==> config.mk <==
export PLATFORM = sky130hd
export DESIGN_NAME = freq_meas_core
export DESIGN_NICKNAME = d
export VERILOG_FILES = /design/src/rtl/freq_meas_pkg.sv /design/src/rtl/fm_zsync.sv /design/src/rtl/fm_period.sv /design/src/rtl/fm_rate.sv /design/src/rtl/freq_meas_core.sv
export SDC_FILE = /design/constraint.sdc
export NUM_CORES = 1
export LEC_CHECK = 0
export ABC_CLOCK_PERIOD_IN_PS = 9600
export BUFFER_PORTS_ARGS = -buffer_cell sky130_fd_sc_hd__buf_4
export CAP_MARGIN = 20
export CORE_ASPECT_RATIO = 0.6
export CORE_MARGIN = 2
export CORE_UTILIZATION = 64
export DETAILED_ROUTE_END_ITERATION = 8
export GPL_TIMING_DRIVEN = 0
export HOLD_SLACK_MARGIN = 0.12
export PLACE_DENSITY_LB_ADDON = 0.12
export RECOVER_POWER = 100
export SLEW_MARGIN = 20
export SYNTH_ARGS = -nofsm -noshare
export SYNTH_HDL_FRONTEND = slang
export SYNTH_SLANG_ARGS = --single-unit
==> constraint.sdc <==
create_clock -name clk -period 9.6 [get_ports clk]
set_input_delay 0.96 -clock clk [delete_from_list [all_inputs] [get_ports clk]]
set_output_delay 0.96 -clock clk [all_outputs]
set_load 0.005 [all_outputs]
==> src/rtl/freq_meas_pkg.sv <==
package freq_meas_pkg;

   typedef enum logic {
      MEAS_PERIOD = 1'b0,
      MEAS_RATE   = 1'b1
   } meas_mode_e;

   typedef struct packed {
      logic stb;
      logic flag;
   } store_evt_t;

endpackage

==> src/rtl/fm_zsync.sv <==
module fm_zsync #(
   parameter int unsigned STAGES = 2
) (
   input  logic clk,
   input  logic rst,
   input  logic z_in,
   output logic z_lvl,
   output logic z_rise,
   output logic z_fall
);

   logic [STAGES-1:0] chain;
   logic              z_prev;

   generate
      if (STAGES < 2) begin : g_bad_stages
         $error("fm_zsync: STAGES must be at least 2");
      end
   endgenerate

   always_ff @(posedge clk) begin
      if (rst) begin
         chain  <= '0;
         z_prev <= 1'b0;
      end else begin
         chain  <= {chain[STAGES-2:0], z_in};
         z_prev <= chain[STAGES-1];
      end
   end

   assign z_lvl  = chain[STAGES-1];
   assign z_rise = chain[STAGES-1] & ~z_prev;
   assign z_fall = ~chain[STAGES-1] & z_prev;

endmodule

==> src/rtl/fm_period.sv <==
module fm_period #(
   parameter int unsigned CNT_W = 24
) (
   input  logic             clk,
   input  logic             rst,
   input  logic             enable,
   input  logic             tick_en,
   input  logic             z_lvl,
   input  logic             z_fall,
   output logic             store_stb,
   output logic [CNT_W-1:0] store_val,
   output logic             store_sat,
   output logic             sat_hit
);

   localparam logic [CNT_W-1:0] CNT_MAX = {CNT_W{1'b1}};
   localparam logic [CNT_W-1:0] CNT_PRE = CNT_MAX - 1'b1;

   logic [CNT_W-1:0] ticks;
   logic             grow;

   assign grow = enable & z_lvl & tick_en & (ticks != CNT_MAX);

   always_ff @(posedge clk) begin
      if (rst || !enable) begin
         ticks <= '0;
      end else if (z_fall) begin
         ticks <= '0;
      end else if (grow) begin
         ticks <= ticks + 1'b1;
      end
   end

   assign store_stb = enable & z_fall;
   assign store_val = ticks;
   assign store_sat = (ticks == CNT_MAX);
   assign sat_hit   = grow & (ticks == CNT_PRE);

endmodule

==> src/rtl/fm_rate.sv <==
module fm_rate #(
   parameter int unsigned CNT_W  = 24,
   parameter int unsigned TB_W   = 20,
   parameter int unsigned GATE_W = 8
) (
   input  logic              clk,
   input  logic              rst,
   input  logic              enable,
   input  logic              tick_en,
   input  logic              z_rise,
   input  logic [TB_W-1:0]   time_base,
   input  logic [GATE_W-1:0] gate_count,
   output logic              store_stb,
   output logic [CNT_W-1:0]  store_val,
   output logic              store_empty
);

   localparam logic [CNT_W-1:0] CNT_MAX = {CNT_W{1'b1}};

   logic [TB_W-1:0]   tb_cnt;
   logic [GATE_W-1:0] gate_cnt;
   logic [CNT_W-1:0]  pulses;
   logic [TB_W-1:0]   tb_last;
   logic [GATE_W-1:0] gate_last;
   logic              tb_end;
   logic              win_end;

   assign tb_last   = (time_base  == '0) ? '0 : time_base  - 1'b1;
   assign gate_last = (gate_count == '0) ? '0 : gate_count - 1'b1;
   assign tb_end    = enable & tick_en & (tb_cnt >= tb_last);
   assign win_end   = tb_end & (gate_cnt >= gate_last);

   always_ff @(posedge clk) begin
      if (rst || !enable) begin
         tb_cnt   <= '0;
         gate_cnt <= '0;
      end else if (tick_en) begin
         if (tb_end) begin
            tb_cnt   <= '0;
            gate_cnt <= win_end ? '0 : gate_cnt + 1'b1;
         end else begin
            tb_cnt <= tb_cnt + 1'b1;
         end
      end
   end

   always_ff @(posedge clk) begin
      if (rst || !enable) begin
         pulses <= '0;
      end else if (win_end) begin
         pulses <= z_rise ? CNT_W'(1) : '0;
      end else if (z_rise && pulses != CNT_MAX) begin
         pulses <= pulses + 1'b1;
      end
   end

   assign store_stb   = win_end;
   assign store_val   = pulses;
   assign store_empty = (pulses == '0);

endmodule

==> src/rtl/freq_meas_core.sv <==
module freq_meas_core
   import freq_meas_pkg::*;
#(
   parameter int unsigned CNT_W       = 24,
   parameter int unsigned TB_W        = 20,
   parameter int unsigned GATE_W      = 8,
   parameter int unsigned SYNC_STAGES = 2
) (
   input  logic              clk,
   input  logic              rst,
   input  logic              tick_en,
   input  logic              z_in,
   input  logic              mode_rate,
   input  logic [TB_W-1:0]   time_base,
   input  logic [GATE_W-1:0] gate_count,
   output logic [CNT_W-1:0]  stored_count,
   output logic              zero_freq,
   output logic              z_status,
   output logic [1:0]        upd_seq
);

   generate
      if (CNT_W < 2 || CNT_W > 32) begin : g_bad_cnt
         $error("freq_meas_core: CNT_W out of range 2..32");
      end
      if (TB_W < 1 || TB_W > 32) begin : g_bad_tb
         $error("freq_meas_core: TB_W out of range 1..32");
      end
      if (GATE_W < 1 || GATE_W > 16) begin : g_bad_gate
         $error("freq_meas_core: GATE_W out of range 1..16");
      end
   endgenerate

   meas_mode_e       mode;
   logic             z_lvl, z_rise, z_fall;
   logic             per_en, rate_en;
   logic             per_stb, per_sat, per_hit;
   logic [CNT_W-1:0] per_val;
   logic             rate_stb, rate_empty;
   logic [CNT_W-1:0] rate_val;
   store_evt_t       evt;
   logic [CNT_W-1:0] evt_val;

   assign mode    = meas_mode_e'(mode_rate);
   assign per_en  = (mode == MEAS_PERIOD);
   assign rate_en = (mode == MEAS_RATE);

   fm_zsync #(.STAGES(SYNC_STAGES)) i_zsync (
      .clk    (clk),
      .rst    (rst),
      .z_in   (z_in),
      .z_lvl  (z_lvl),
      .z_rise (z_rise),
      .z_fall (z_fall)
   );

   fm_period #(.CNT_W(CNT_W)) i_period (
      .clk       (clk),
      .rst       (rst),
      .enable    (per_en),
      .tick_en   (tick_en),
      .z_lvl     (z_lvl),
      .z_fall    (z_fall),
      .store_stb (per_stb),
      .store_val (per_val),
      .store_sat (per_sat),
      .sat_hit   (per_hit)
   );

   fm_rate #(.CNT_W(CNT_W), .TB_W(TB_W), .GATE_W(GATE_W)) i_rate (
      .clk         (clk),
      .rst         (rst),
      .enable      (rate_en),
      .tick_en     (tick_en),
      .z_rise      (z_rise),
      .time_base   (time_base),
      .gate_count  (gate_count),
      .store_stb   (rate_stb),
      .store_val   (rate_val),
      .store_empty (rate_empty)
   );

   always_comb begin
      evt     = '0;
      evt_val = '0;
      if (per_stb) begin
         evt.stb  = 1'b1;
         evt.flag = per_sat;
         evt_val  = per_val;
      end else if (rate_stb) begin
         evt.stb  = 1'b1;
         evt.flag = rate_empty;
         evt_val  = rate_val;
      end
   end

   always_ff @(posedge clk) begin
      if (rst) begin
         stored_count <= '0;
         zero_freq    <= 1'b0;
         upd_seq      <= 2'd0;
      end else if (evt.stb) begin
         stored_count <= evt_val;
         zero_freq    <= evt.flag;
         upd_seq      <= upd_seq + 2'd1;
      end else if (per_hit) begin
         zero_freq <= 1'b1;
      end
   end

   assign z_status = z_lvl;

endmodule

Word-level counts from Yosys, hierarchy flattened
Cells that the tools add are included.
Widths: inputs -> output; s select.
{"block": "op_classes", "n_eq_ne": 4, "muxes": 13, "addsub": 7, "multipliers": 0, "div_mod_pow": 0, "n_lt_le_gt_ge": 2, "bitwise": 13, "reduce_logical": 11, "shift": 0}
{"op": "$mux 24", "n": 4}
{"op": "$add 24x1->24 const B", "n": 2}
{"op": "$eq 24x24->1 const B", "n": 2}
{"op": "$ne 24x24->1 const B", "n": 2}
{"op": "$mux 20", "n": 2}
{"op": "$logic_not 24->1", "n": 1}
{"op": "$add 20x1->20 const B", "n": 1}
{"op": "$ge 20x20->1", "n": 1}
{"op": "$logic_not 20->1", "n": 1}
{"op": "$sub 20x1->20 const B", "n": 1}
{"op": "$mux 8", "n": 2}
{"op": "$and 1x1->1", "n": 10}
{"op": "$add 8x1->8 const B", "n": 1}
{"op": "$ge 8x8->1", "n": 1}
{"op": "$logic_not 8->1", "n": 1}
{"op": "$sub 8x1->8 const B", "n": 1}
{"op": "$mux 2", "n": 2}
{"op": "$reduce_bool 2->1", "n": 2}
{"op": "$mux 1", "n": 3}
{"op": "$not 1->1", "n": 3}
{"op": "$add 2x1->2 const B", "n": 1}
{"op": "$logic_or 1x1->1", "n": 2}
{"op": "$reduce_and 2->1", "n": 1}
{"op": "$reduce_or 2->1", "n": 1}
{"op": "2 further kinds", "n": 2}
{"block": "totals", "out_inout_bits": 28, "romBits": 0, "wordCells": 59, "reg_bits": 106, "input_bits": 33, "n_memories": 0, "mem_bits_rw": 0, "latch_bits": 0}

Logic depth before layout (Yosys ltp)
Gate-level depths: netlist of the first run.
{"block": "logic_depth", "word_depth": 8, "depth_mapped": 19, "ltp_nobuf": 16}

Cells and area by module
Synthesis of the first run repeated with hierarchy kept, for this count alone.
{"block": "hier_totals", "hier_cells": 750, "area_unflattened_um2": 6319.8}
{"mod": "fm_rate", "n_inst": 1, "seq_area_each_um2": 1041.0, "cells_per_inst": 466, "area_each_um2": 3602.2}
{"mod": "fm_period", "n_inst": 1, "seq_area_each_um2": 480.5, "cells_per_inst": 154, "area_each_um2": 1347.5}
{"mod": "freq_meas_core", "n_inst": 1, "seq_area_each_um2": 540.5, "cells_per_inst": 122, "area_each_um2": 1278.7}
{"mod": "fm_zsync", "n_inst": 1, "seq_area_each_um2": 60.1, "cells_per_inst": 8, "area_each_um2": 91.3}

Worst setup path before layout of the first run
OpenSTA, ideal clock, no wires.
{"block": "synth_path", "path_type": "input to register", "start": "in time_base[1]", "end": "reg i_rate.gate_cnt[4]", "cell_stages": 15, "arrival_ns": 4.525, "slack_ns": 5.006, "path_buffers": 1, "path_cell_list": "or3_4 > or3_4 > or3_1 > or3_1 > nor3b_1 > a21oi_1 > ha_1 > nand4_2 > nor4_2 > nand4_1 > o211ai_2 > o21bai_2 > buf_6 > or4_1 > o21ai_1"}
{"block": "synth_via", "elab_chain_cells": 6, "elab_cells_between_ends": 8}
{"item": "from (decl)", "line": "freq_meas_core.sv:14", "text": "input logic [TB_W-1:0] time_base,"}
{"item": "$sub 20x1->20 or $logic_not 20->1 (tied branches)", "line": "fm_rate.sv:28", "text": "assign tb_last = (time_base == '0) ? '0 : time_base - 1'b1;"}
{"item": "$mux 20 (*)", "line": "fm_rate.sv:28"}
{"item": "$ge 20x20->1 (*)", "line": "fm_rate.sv:30", "text": "assign tb_end = enable & tick_en & (tb_cnt >= tb_last);"}
{"item": "$and 1x1->1 (*)", "line": "fm_rate.sv:30"}
{"item": "$and 1x1->1", "line": "fm_rate.sv:31", "text": "assign win_end = tb_end & (gate_cnt >= gate_last);"}
{"item": "$mux 8", "line": "fm_rate.sv:40", "text": "gate_cnt <= win_end ? '0 : gate_cnt + 1'b1;"}
{"item": "to (signal assigned)", "line": "fm_rate.sv:40"}
{"item": "to (decl)", "line": "fm_rate.sv:21", "text": "logic [GATE_W-1:0] gate_cnt;"}
Every way passes the cells marked *; elsewhere a longest branch is shown, timed or not.
A chain may end at the register's enable or synchronous reset.

Worst setup path after layout of the first run
{"block": "layout_path", "start": "in time_base[5]", "end": "reg i_rate.pulses[21] (netlist: i_rate.store_val[21])"}
{"block": "layout_via", "elab_chain_cells": 6, "elab_cells_between_ends": 8}
{"item": "$sub 20x1->20 or $logic_not 20->1 (tied branches)", "line": "fm_rate.sv:28"}
{"item": "$mux 20 (*)", "line": "fm_rate.sv:28"}
{"item": "$ge 20x20->1 (*)", "line": "fm_rate.sv:30"}
{"item": "$and 1x1->1 (*)", "line": "fm_rate.sv:30"}
{"item": "$and 1x1->1 (*)", "line": "fm_rate.sv:31"}
{"item": "$mux 24 or $reduce_bool 2->1 (tied branches)"}
{"item": "to (signal assigned)", "line": "fm_rate.sv:51", "text": "pulses <= z_rise ? CNT_W'(1) : '0;"}
{"item": "to (signal assigned)", "line": "fm_rate.sv:53", "text": "pulses <= pulses + 1'b1;"}
{"item": "to (decl)", "line": "fm_rate.sv:22", "text": "logic [CNT_W-1:0] pulses;"}
Marked as above.

==> results.md, run 1 <==
* Gr usage total at 0.343
* Number of flops mapped to enable cells by yosys at 0
* Ports at 61
* Crit share post-route at 0.665
* Fillers at 698
* Nets at 878
* CTS sink cnt at 106
* Most common cell in the netlist: nor2_1
* # rows at 27
* GR Util met3 at 0.101
* Synth top area share at 0.348
* GR Util met2 at 0.523
* DRT antenna net count at 0
* DR pass1 iterations at 6
* Worst-Skew Late Latency at ~360 ps
* Critical Path Fanout Max at 10
* Worst Setup Path Type: input pin to register
* CTS buffer count at 9
* Ant. Diodes at 0
* Residual DRC count at 0
* Top FF cell, synth: dfxtp_1
* GR peak layer: met2
* WL per Instance at 17.8 µm
* Startpoint types: input pin
* R2R setup slack at 5590 ps
* Max stage delay on crit path at 630 ps
* Crit path arrival time at 6610 ps
* CP endpoint kind: register
* Area growth, synth to finish at 12.5%
* Crit path cell chain: clkbuf_1 > nor4_1 > nand2b_1 > or3_1 > or3_1 > or3_1 > nor3b_1 > a21oi_1 > ha_1 > nand4_1 > nor4_1 > nand4_1 > o211ai_1 > o2111ai_1 > nand2_1 > clkbuf_1 > clkbuf_1 > nor2_1
* Fmax at about 160 MHz
* Hold WS at 466 ps
* Worst vdd ir at 92.9 µV
* Slowest-stage cell, CP: nor4_1
* Post-CTS sizing at 0
* P_leak at 2.57 nW
* Fin. Hold Viols at 0
* Slew Viols, Final at 0
* Leading post-synthesis cells by cell area: dfxtp_1 (35%), nor2_1 (7.4%), ha_1 (7.4%)
* FFs w/ async S/R, synth at 0
* Max Cap Violations at 0
* Largest net degree at the start of global routing at 18
* Synth Register Bits at around 110
* Slew headroom at 0.386
* Met1 usage at 0.472
* DR vias at about 5800
* Remaining Overflow, GRT at 0
* Die area at 10400 µm²
* Netlist Area Pre-Place at 6100 µm²
* Global-route wire length before repair at 27400 µm
* Die Y at approximately 80 µm
* Via density at 6.16
* Hold Buf Count CTS at 0
* CTS tree: yes
* Sequential share of the synthesized area at 0.348
* Initial Utilization at 0.662
* Hold Crit Class: register to register
* Number of global-route vias before repair at approximately 5500
* I/O Buffers at 60
* Die width at 130 µm
* Status: finished clean
* Postcts setup bufs at 0
* Mean Syn Cell Area at 8.27 µm²
* Synth warn at 0
* Unrepaired setup endpoints after global routing: no
* Syn Inst Count at 738
* Drt initial violations at 537
* Clk_skew at 8.32 ps
* Core area at roughly 9000 µm²
* Final wirelength at about 17000 µm
* Initial antenna violation count at 1
* CTS max path bufs at 2
* Clock Tree Root: clkbuf_16
* H-Tree Depth at 3
* Layout cells sized above 1 at 0.102
* Cell accounting for the most synthesized area: dfxtp_1
* Most frequent cells after synthesis: nor2_1 (121), dfxtp_1 (106), nand2_1 (60)
* Syn nets at a little over 800
* Final Setup Violations at 0
* Worst Path Required at a little under 10000 ps
* Min Tclk post-route at 6390 ps
* Setup TNS at 0 ps
* Worst-path clk slew at 70 ps
* P per Cell Area at 127 nW/µm²
* Worst-margin pin slew at 920 ps
* Detailed placement HPWL at around 13000 µm
* Final Wtd Congestion at 0.866
* Count of different cell masters after synthesis at 57
==> worst paths after layout <==
path,start,endpoint,cells past startpoint
max,time_base[5],i_rate.store_val[21]$_SDFFE_PP0P_,18
min,stored_count[10]$_SDFFE_PP0P_,stored_count[10]$_SDFFE_PP0P_,2
max reg2reg,i_rate.tb_cnt[19]$_SDFFE_PP0P_,i_rate.store_val[21]$_SDFFE_PP0P_,10
min reg2reg,stored_count[10]$_SDFFE_PP0P_,stored_count[10]$_SDFFE_PP0P_,2
==> worst max-delay path, delay by kind of cell <==
family	cells	cell delay (ps)
adders and majority gates	1	370
and+or+nand+nor	11	3230
AOI/OAI and AO/OA	3	940
buffers and inverters	3	1120
==> per-stage QoR <==
step / area [µm²] / util / setup WS [ps] / power [mW] / instances
after global placement: 6720 / 0.728 / 4310 / 0.510 / 928
after detailed placement: 6720 / 0.728 / 4030 / 0.513 / 928
after CTS: 7010 / 0.760 / 4380 / 0.873 / 944
after global routing: 6870 / 0.745 / 2760 / 0.896 / 944
final: 6870 / 0.745 / 3210 / 0.870 / 944
after floorplan: 6100 / - / 5010 / 0.486 / 738
==> sequential cells by signal (all words and copies together), names as in the netlist <==
name,count
i_zsync.z_prev,1
zero_freq,1
i_rate.store_val,24
i_rate.tb_cnt,20
i_period.store_val,24
upd_seq,2
i_rate.gate_cnt,8
i_zsync.chain,2
stored_count,24
==> per-layer routing <==
layer	up-vias	share of wire
met1	2753	0.44
met4	2	0.023
met2	285	0.43
met3	46	0.10
met5	-	0.00077
li1	2731	-
==> area by class of cell <==
class	instances	area (µm²)	share of cell area
multi-input combinational	572	3630	0.528
sequential	106	2120	0.309
timing repair buffer	60	435	0.0634
buffer	26	100	0.0146
clock buffer	10	229	0.0333
clock inverter	6	65.1	0.00947
inverter	34	128	0.0186
tap	130	163	0.0237
==> power breakdown <==
group	switching [mW]	internal, mW
clock network	0.165	0.203
registers	0.00188	0.441
logic	0.0336	0.0252
total	0.201	0.669
==> cell families after synthesis <==
group           Yosys count  share of synthesized area
compound gates          108                      0.135
xor+xnor                 76                      0.109
fa+ha+maj                36                     0.0738
buf+inv                  60                     0.0412
flops                   106                      0.348
mux                       6                     0.0100
simple gates            346                      0.284
==> layout by cell type, fill, tap and decap left out, types with 15 or more instances in the layout <==
cell	Yosys	routed
nand4_1	17	18
ha_1	36	36
xnor2_1	42	42
dfxtp_1	106	106
nand3_1	41	41
inv_1	34	34
nor2_1	121	121
nor3_1	16	16
o21ai_0	14	15
or3_1	16	17
xor2_1	34	34
buf_4	0	29
clkbuf_4	0	27
clkbuf_1	14	28
a21oi_1	42	42
a2bb2oi_1	15	15
nand2_1	60	60
(Power assumes the default switching activity.)
==> run 2, diff against run 1 <==
--- a/config.mk
+++ b/config.mk
@@ -5,12 +5,12 @@
 export SDC_FILE = /design/constraint.sdc
 export NUM_CORES = 1
 export LEC_CHECK = 0
-export ABC_CLOCK_PERIOD_IN_PS = 9600
+export ABC_CLOCK_PERIOD_IN_PS = 6050
 export BUFFER_PORTS_ARGS = -buffer_cell sky130_fd_sc_hd__buf_4
 export CAP_MARGIN = 20
 export CORE_ASPECT_RATIO = 0.6
 export CORE_MARGIN = 2
-export CORE_UTILIZATION = 64
+export CORE_UTILIZATION = 60
 export DETAILED_ROUTE_END_ITERATION = 8
 export GPL_TIMING_DRIVEN = 0
 export HOLD_SLACK_MARGIN = 0.12
==> constraint.sdc (replaced) <==
create_clock -name clk -period 6.05 [get_ports clk]
set_input_delay 0.605 -clock clk [delete_from_list [all_inputs] [get_ports clk]]
set_output_delay 0.605 -clock clk [all_outputs]
set_load 0.005 [all_outputs]
==> run 2 against run 1 <==
Global-route usage is 4.5 points lower. Non-clock buffer count unchanged. Core utilization down 4.6 points. Clock power grew 58%. Critical path depth did not move. Clock skew up 0.79 ps. Register-to-register slack got worse by 2700 ps. Power rose by 59%. Via count shrank 3.4%. Cell count grew 0.53%. Sequential share of layout area fell by 0.15 points.
==> results.md, run 2 (synthesis results as in run 1) <==
* Setup TNS at 0 ps (unchanged)
* Largest net degree at the start of global routing at 20 (+2)
* # rows at 28 (+3.7%)
* H-Tree Depth at 3 (unchanged)
* Die Y at 82.1 µm (+3.1%)
* Slew Viols, Final at 0 (unchanged)
* Fin cells at 949 (+0.53%)
* Core area at 9880 µm² (+7.1%)
* Overall power at 1.38 mW (+59%)
* Crit path arrival time at 5350 ps (-1260 ps)
* Area growth, synth to finish at 13.1%
* Worst Setup Path Type: input pin to register
* Met1 WL at 7850 µm (+5.3%)
* Via density at 5.92 (-3.9%)
* Max stage delay on crit path at 500 ps (-130 ps)
* CP bufs+invs at 3 (unchanged)
* P_leak at 2.54 nW (-1.0%)
* Clock Tree Root: clkbuf_16
* Most frequent cells in the layout: nor2_1 (121), dfxtp_1 (106), nand2_1 (60), xnor2_1 (42), a21oi_1 (42)
* Placed inst area at 6720 µm² (about the same)
* Crit path cell chain: clkbuf_1 > nor4_1 > nand2b_1 > or3_4 > or3_1 > or3_1 > nor3b_1 > a21oi_1 > ha_1 > nand4_1 > nor4_1 > nand4_1 > o211ai_1 > o21bai_1 > buf_6 > nand2_1 > buf_2 > nor2_1
* Nets at 878 (unchanged)
* Final Wtd Congestion at 0.930 (+7.5%)
* Worst-margin pin slew at 1020 ps (+99.7 ps)
* Slowest-stage cell, CP: o211ai_1
* Worst vdd ir at 136 µV (+47%)
* Util after Layout at 0.699 (-0.0461)
* Crit share post-route at 0.844
* Number of global-route vias before repair at 5118 (-6.4%)
* CTS max path bufs at 2 (unchanged)
* Residual DRC count at 0 (unchanged)
* Min Tclk post-route at 5110 ps
* Worst-path clk slew at 70 ps (about the same)
* Top delay family on crit path: simple AND/OR/NAND/NOR gates
* Drt initial violations at 449 (-16%)
* WL per Instance at 17.0 µm (-5.0%)
* Hold WS at 454 ps (-11.7 ps)
* Slew headroom at 0.314 (-0.0721)
* Initial antenna violation count at 0 (-1)
* Clk_skew at 9.11 ps (+0.786 ps)
* Worst Path Required at 6290 ps (-3530 ps)
* Ports at 61 (unchanged)
* Die area at 11000 µm² (+6.4%)
* Critical Path Fanout Max at 10 (unchanged)
* Detailed placement HPWL at 12700 µm (-1.9%)
* Max Cap Violations at 0 (unchanged)
* Unrepaired setup endpoints after global routing: no
* DR vias at 5618 (-3.4%)
* CTS tree: yes
* Status: finished clean
* Met3 wire length at 1400 µm (-21%)
* Die width at 134 µm (+3.2%)
* CTS sink cnt at 106 (unchanged)
* Top Layer Used: met4
* Hold Buf Count CTS at 0 (unchanged)
* DRT antenna net count at 0 (unchanged)
* Remaining Overflow, GRT at 0 (unchanged)
* Ant. Diodes at 0 (unchanged)
* Global-route wire length before repair at 25500 µm (-6.8%)
* P per Cell Area at 200 nW/µm² (+58%)
* Post-CTS sizing at 0 (unchanged)
* Layout Cell Area excl Fill at 6900 µm² (+0.49%)
* DP Worst Slack at 1060 ps (-2970 ps)
* DR pass1 iterations at 5 (-1)
* Most common cell after layout, fill and taps aside: nor2_1
* Fillers at 815 (+17%)
* Postcts setup bufs at 0 (unchanged)
* Layout cells sized above 1 at 0.103 (+0.00123)
* I/O Buffers at 60 (unchanged)
* Hold Crit Class: register to register
* Initial Utilization at 0.618 (-0.0440)
* Worst-Skew Late Latency at 350 ps (about the same)
* Setup WS post-layout at 945 ps (-2270 ps)
* Fmax at approximately 200 MHz
* Final wirelength at 16100 µm (-4.5%)
* Gr usage total at 0.298 (-0.0452)
* Fin. Hold Viols at 0 (unchanged)
* CP endpoint kind: register
* Final Setup Violations at 0 (unchanged)
* Startpoint types: input pin
* CTS buffer count at 9 (unchanged)
* Placed insts at 933 (+0.54%)
* Met2 WL at 6700 µm (-7.4%)
## run 2: changes by cell type in the layout (fill, tap and decap cells not counted), sizes merged
cell | before | now
clkbuf | 64 | 59
bufinv | 1 | 0
inv | 35 | 36
buf | 32 | 37
## run 2: layer usage
layer  track usage  vias to the layer above
met5             0                        -
met1         0.435                     2690
li1              -                     2718
met4        0.0653                        0
met3        0.0769                       18
met2         0.444                      192
## run 2: final timing paths
| check | startpoint | endpoint | slack, ps | depth (start not counted) |
|---|---|---|---|---|
| worst max-delay path | time_base[5] | i_rate.tb_cnt[10]$_SDFFE_PP0P_ | 940 | 18 |
| worst min-delay path | i_zsync.chain[0]$_SDFF_PP0_ | i_zsync.chain[1]$_SDFF_PP0_ | 450 | 1 |
| worst max register to register | i_rate.tb_cnt[12]$_SDFFE_PP0P_ | i_rate.tb_cnt[10]$_SDFFE_PP0P_ | 2880 | 10 |
| worst min register to register | i_zsync.chain[0]$_SDFF_PP0_ | i_zsync.chain[1]$_SDFF_PP0_ | 450 | 1 |
## run 2: report_power, final
group	leakage (nW)	switching, mW	internal (mW)
sequential	0.854	0.00260	0.700
clock	0.144	0.283	0.300
combinational	1.55	0.0544	0.0406
## run 2: final cells by class
cell class,instances,area (µm²),area share
Multi-Input combinational cell,572,3670,0.532
Inverter,34,128,0.0185
Clock buffer,10,239,0.0346
Tap cell,135,169,0.0245
Sequential cell,106,2120,0.307
Clock inverter,6,61.3,0.00888
Buffer,26,111,0.0161
Timing Repair Buffer,60,398,0.0577
==> run 3, diff against run 2 <==
--- a/config.mk
+++ b/config.mk
@@ -5,7 +5,7 @@
 export SDC_FILE = /design/constraint.sdc
 export NUM_CORES = 1
 export LEC_CHECK = 0
-export ABC_CLOCK_PERIOD_IN_PS = 6050
+export ABC_CLOCK_PERIOD_IN_PS = 4820
 export BUFFER_PORTS_ARGS = -buffer_cell sky130_fd_sc_hd__buf_4
 export CAP_MARGIN = 20
 export CORE_ASPECT_RATIO = 0.6
==> constraint.sdc (replaced) <==
create_clock -name clk -period 4.82 [get_ports clk]
set_input_delay 0.482 -clock clk [delete_from_list [all_inputs] [get_ports clk]]
set_output_delay 0.482 -clock clk [all_outputs]
set_load 0.005 [all_outputs]
==> run 3 against run 2 <==
Power increased by 26%. Die area unchanged. Hold slack got worse by 110 ps. Sequential share of layout area decreased by 0.083 points. Register-to-register slack got worse by 940 ps. Cell area increased by 0.27%. Combinational power increased by 25%. Global-route usage unchanged. Worst setup slack got worse by 680 ps. Largest cell class unchanged.
==> results.md, run 3 (synthesis results as in run 1) <==
* Die area at 11000 µm² (unchanged)
* Ports at 61 (unchanged)
* Layout Cell Area excl Fill at 6920 µm² (+0.27%)
* Largest net degree at the start of global routing at 20 (unchanged)
* Worst Path Required at 5060 ps (-1230 ps)
* Worst vdd ir at 170 µV (+25%)
* CP bufs+invs at 3 (unchanged)
* Slew Viols, Final at 0 (unchanged)
* Top delay family on crit path: simple AND/OR/NAND/NOR gates
* CTS sink cnt at 106 (unchanged)
* CP endpoint kind: register
* DR vias at 5624 (+0.11%)
* Nets at 878 (unchanged)
* Initial Utilization at 0.618 (unchanged)
* Worst-Skew Late Latency at 350 ps (about the same)
* Worst Setup Path Type: input pin to register
* Post-CTS sizing at 0 (unchanged)
* Min Tclk post-route at 4550 ps
* Multi-input combinational cell area at 3680 µm² (about the same)
* Via density at 5.93 (+0.11%)
* Storage cell area at 2120 µm² (unchanged)
* Number of global-route vias before repair at 5118 (unchanged)
* Max stage delay on crit path at 370 ps (-130 ps)
* Gr usage total at 0.298 (unchanged)
* Ant. Diodes at 0 (unchanged)
* Util after Layout at 0.700 (+0.00190)
* Die Y at 82.1 µm (unchanged)
* Worst-margin pin slew at 1060 ps (+35.6 ps)
* Most frequent cells in the layout: nor2_1 (121), dfxtp_1 (106), nand2_1 (60), xnor2_1 (42), a21oi_1 (42)
* Global-route wire length before repair at 25500 µm (unchanged)
* Drt initial violations at 539 (+20%)
* Slowest-stage cell, CP: or3_4
* Area growth, synth to finish at 13.4%
* DR pass1 iterations at 4 (-1)
* Placed inst area at 6720 µm² (unchanged)
* Clk_skew at 10.0 ps (+0.892 ps)
* CTS max path bufs at 2 (unchanged)
* Status: finished clean
* Core area at 9880 µm² (unchanged)
* Unrepaired setup endpoints after global routing: no
* Final wirelength at 16100 µm (about the same)
* Initial antenna violation count at 0 (unchanged)
* Most common cell after layout, fill and taps aside: nor2_1
* P_leak at 2.56 nW (+0.60%)
* Clock Tree Root: clkbuf_16
* Crit share post-route at 0.944
* Reg power frac at 0.508 (about the same)
* Setup TNS at 0 ps (unchanged)
* Slew headroom at 0.290 (-0.0239)
* Worst-path clk slew at 80 ps (about the same)
* P per Cell Area at 251 nW/µm² (+25%)
* CTS tree: yes
* Switch share at 0.247 (about the same)
* H-Tree Depth at 3 (unchanged)
* Hold Crit Class: input pin to register
* Internal Power at 1.31 mW (+26%)
* Remaining Overflow, GRT at 0 (unchanged)
* Fillers at 811 (-0.49%)
* I/O Buffers at 60 (unchanged)
* Critical Path Fanout Max at 10 (unchanged)
* WL per Instance at 16.9 µm (about the same)
* Logic pwr share at 0.069 (about the same)
* Final Wtd Congestion at 0.930 (unchanged)
* Crit path cell chain: buf_4 > nor4_2 > nand2b_1 > or3_4 > or3_1 > or3_1 > nor3b_1 > a21oi_1 > ha_1 > nand4_2 > nor4_2 > nand4_1 > o211ai_2 > o2111ai_4 > nand2_1 > buf_2 > buf_2 > nor2_1
* Die width at 134 µm (unchanged)
* Fmax at 220 MHz
* Detailed placement HPWL at 12700 µm (unchanged)
* Hold Buf Count CTS at 0 (unchanged)
* Clock power share at 0.423 (about the same)
* Layout cells sized above 1 at 0.112 (+0.00860)
* Postcts setup bufs at 0 (unchanged)
* CTS buffer count at 9 (unchanged)
* DRT antenna net count at 0 (unchanged)
* # rows at 28 (unchanged)
* P_sw at 427 µW (+26%)
* Residual DRC count at 0 (unchanged)
* Fin. Hold Viols at 0 (unchanged)
* Startpoint types: input pin
* Final Setup Violations at 0 (unchanged)
* Crit path arrival time at 4800 ps (-550 ps)
* Max Cap Violations at 0 (unchanged)
[run 3: worst paths after layout]
kind / startpoint / end / slack [ps] / depth (start not counted)
worst max-delay path: time_base[5] / i_rate.store_val[16]$_SDFFE_PP0P_ / 270 / 18
worst min register to register: i_zsync.chain[0]$_SDFF_PP0_ / i_zsync.chain[1]$_SDFF_PP0_ / 450 / 1
worst max register to register: i_period.store_val[3]$_SDFFE_PP0P_ / i_period.store_val[18]$_SDFFE_PP0P_ / 1940 / 7
worst min-delay path: z_in / i_zsync.chain[0]$_SDFF_PP0_ / 340 / 2
[run 3: cell type report]
class,instances,area share
buffer,26,0.0179
timing repair buffer,60,0.0580
inverter,34,0.0184
tap,135,0.0244
clock buffer,10,0.0345
clock inverter,6,0.00886
multi-input combinational,572,0.531
sequential,106,0.307
[run 3: power groups by stage]
stage                     Combinational, mW  Clock (mW)  Sequential (mW)
after floorplan                      0.0664           0            0.902
after global placement                0.115           0            0.902
after detailed placement              0.121           0            0.902
after CTS                             0.121       0.735            0.882
after global routing                  0.132       0.768            0.882
final                                 0.119       0.733            0.882
[run 3: layer usage]
layer	wire length [µm]	up-vias	GRT usage
met2	6640	203	0.444
met5	0	-	0
met1	8020	2678	0.435
met3	1250	26	0.0769
li1	-	2717	-
met4	174	0	0.0653
[run 3: worst reg2reg max path, cell delays in order, from the launching register on]
cell      delay, ps
dfxtp_1         420
nand4_1         270
nor4_1          890
nand2_1         160
or3_1           380
clkbuf_1        170
or3_1           340
a21oi_1         170
[run 3: stage by stage]
step	hold slack [ps]	std cells	power [mW]	setup WS, ps
after CTS	342	949	1.74	307
after detailed placement	439	933	1.02	-48.7
after global routing	369	949	1.78	22.8
after floorplan	414	738	0.968	704
final	343	949	1.73	269
after global placement	419	933	1.02	49.0
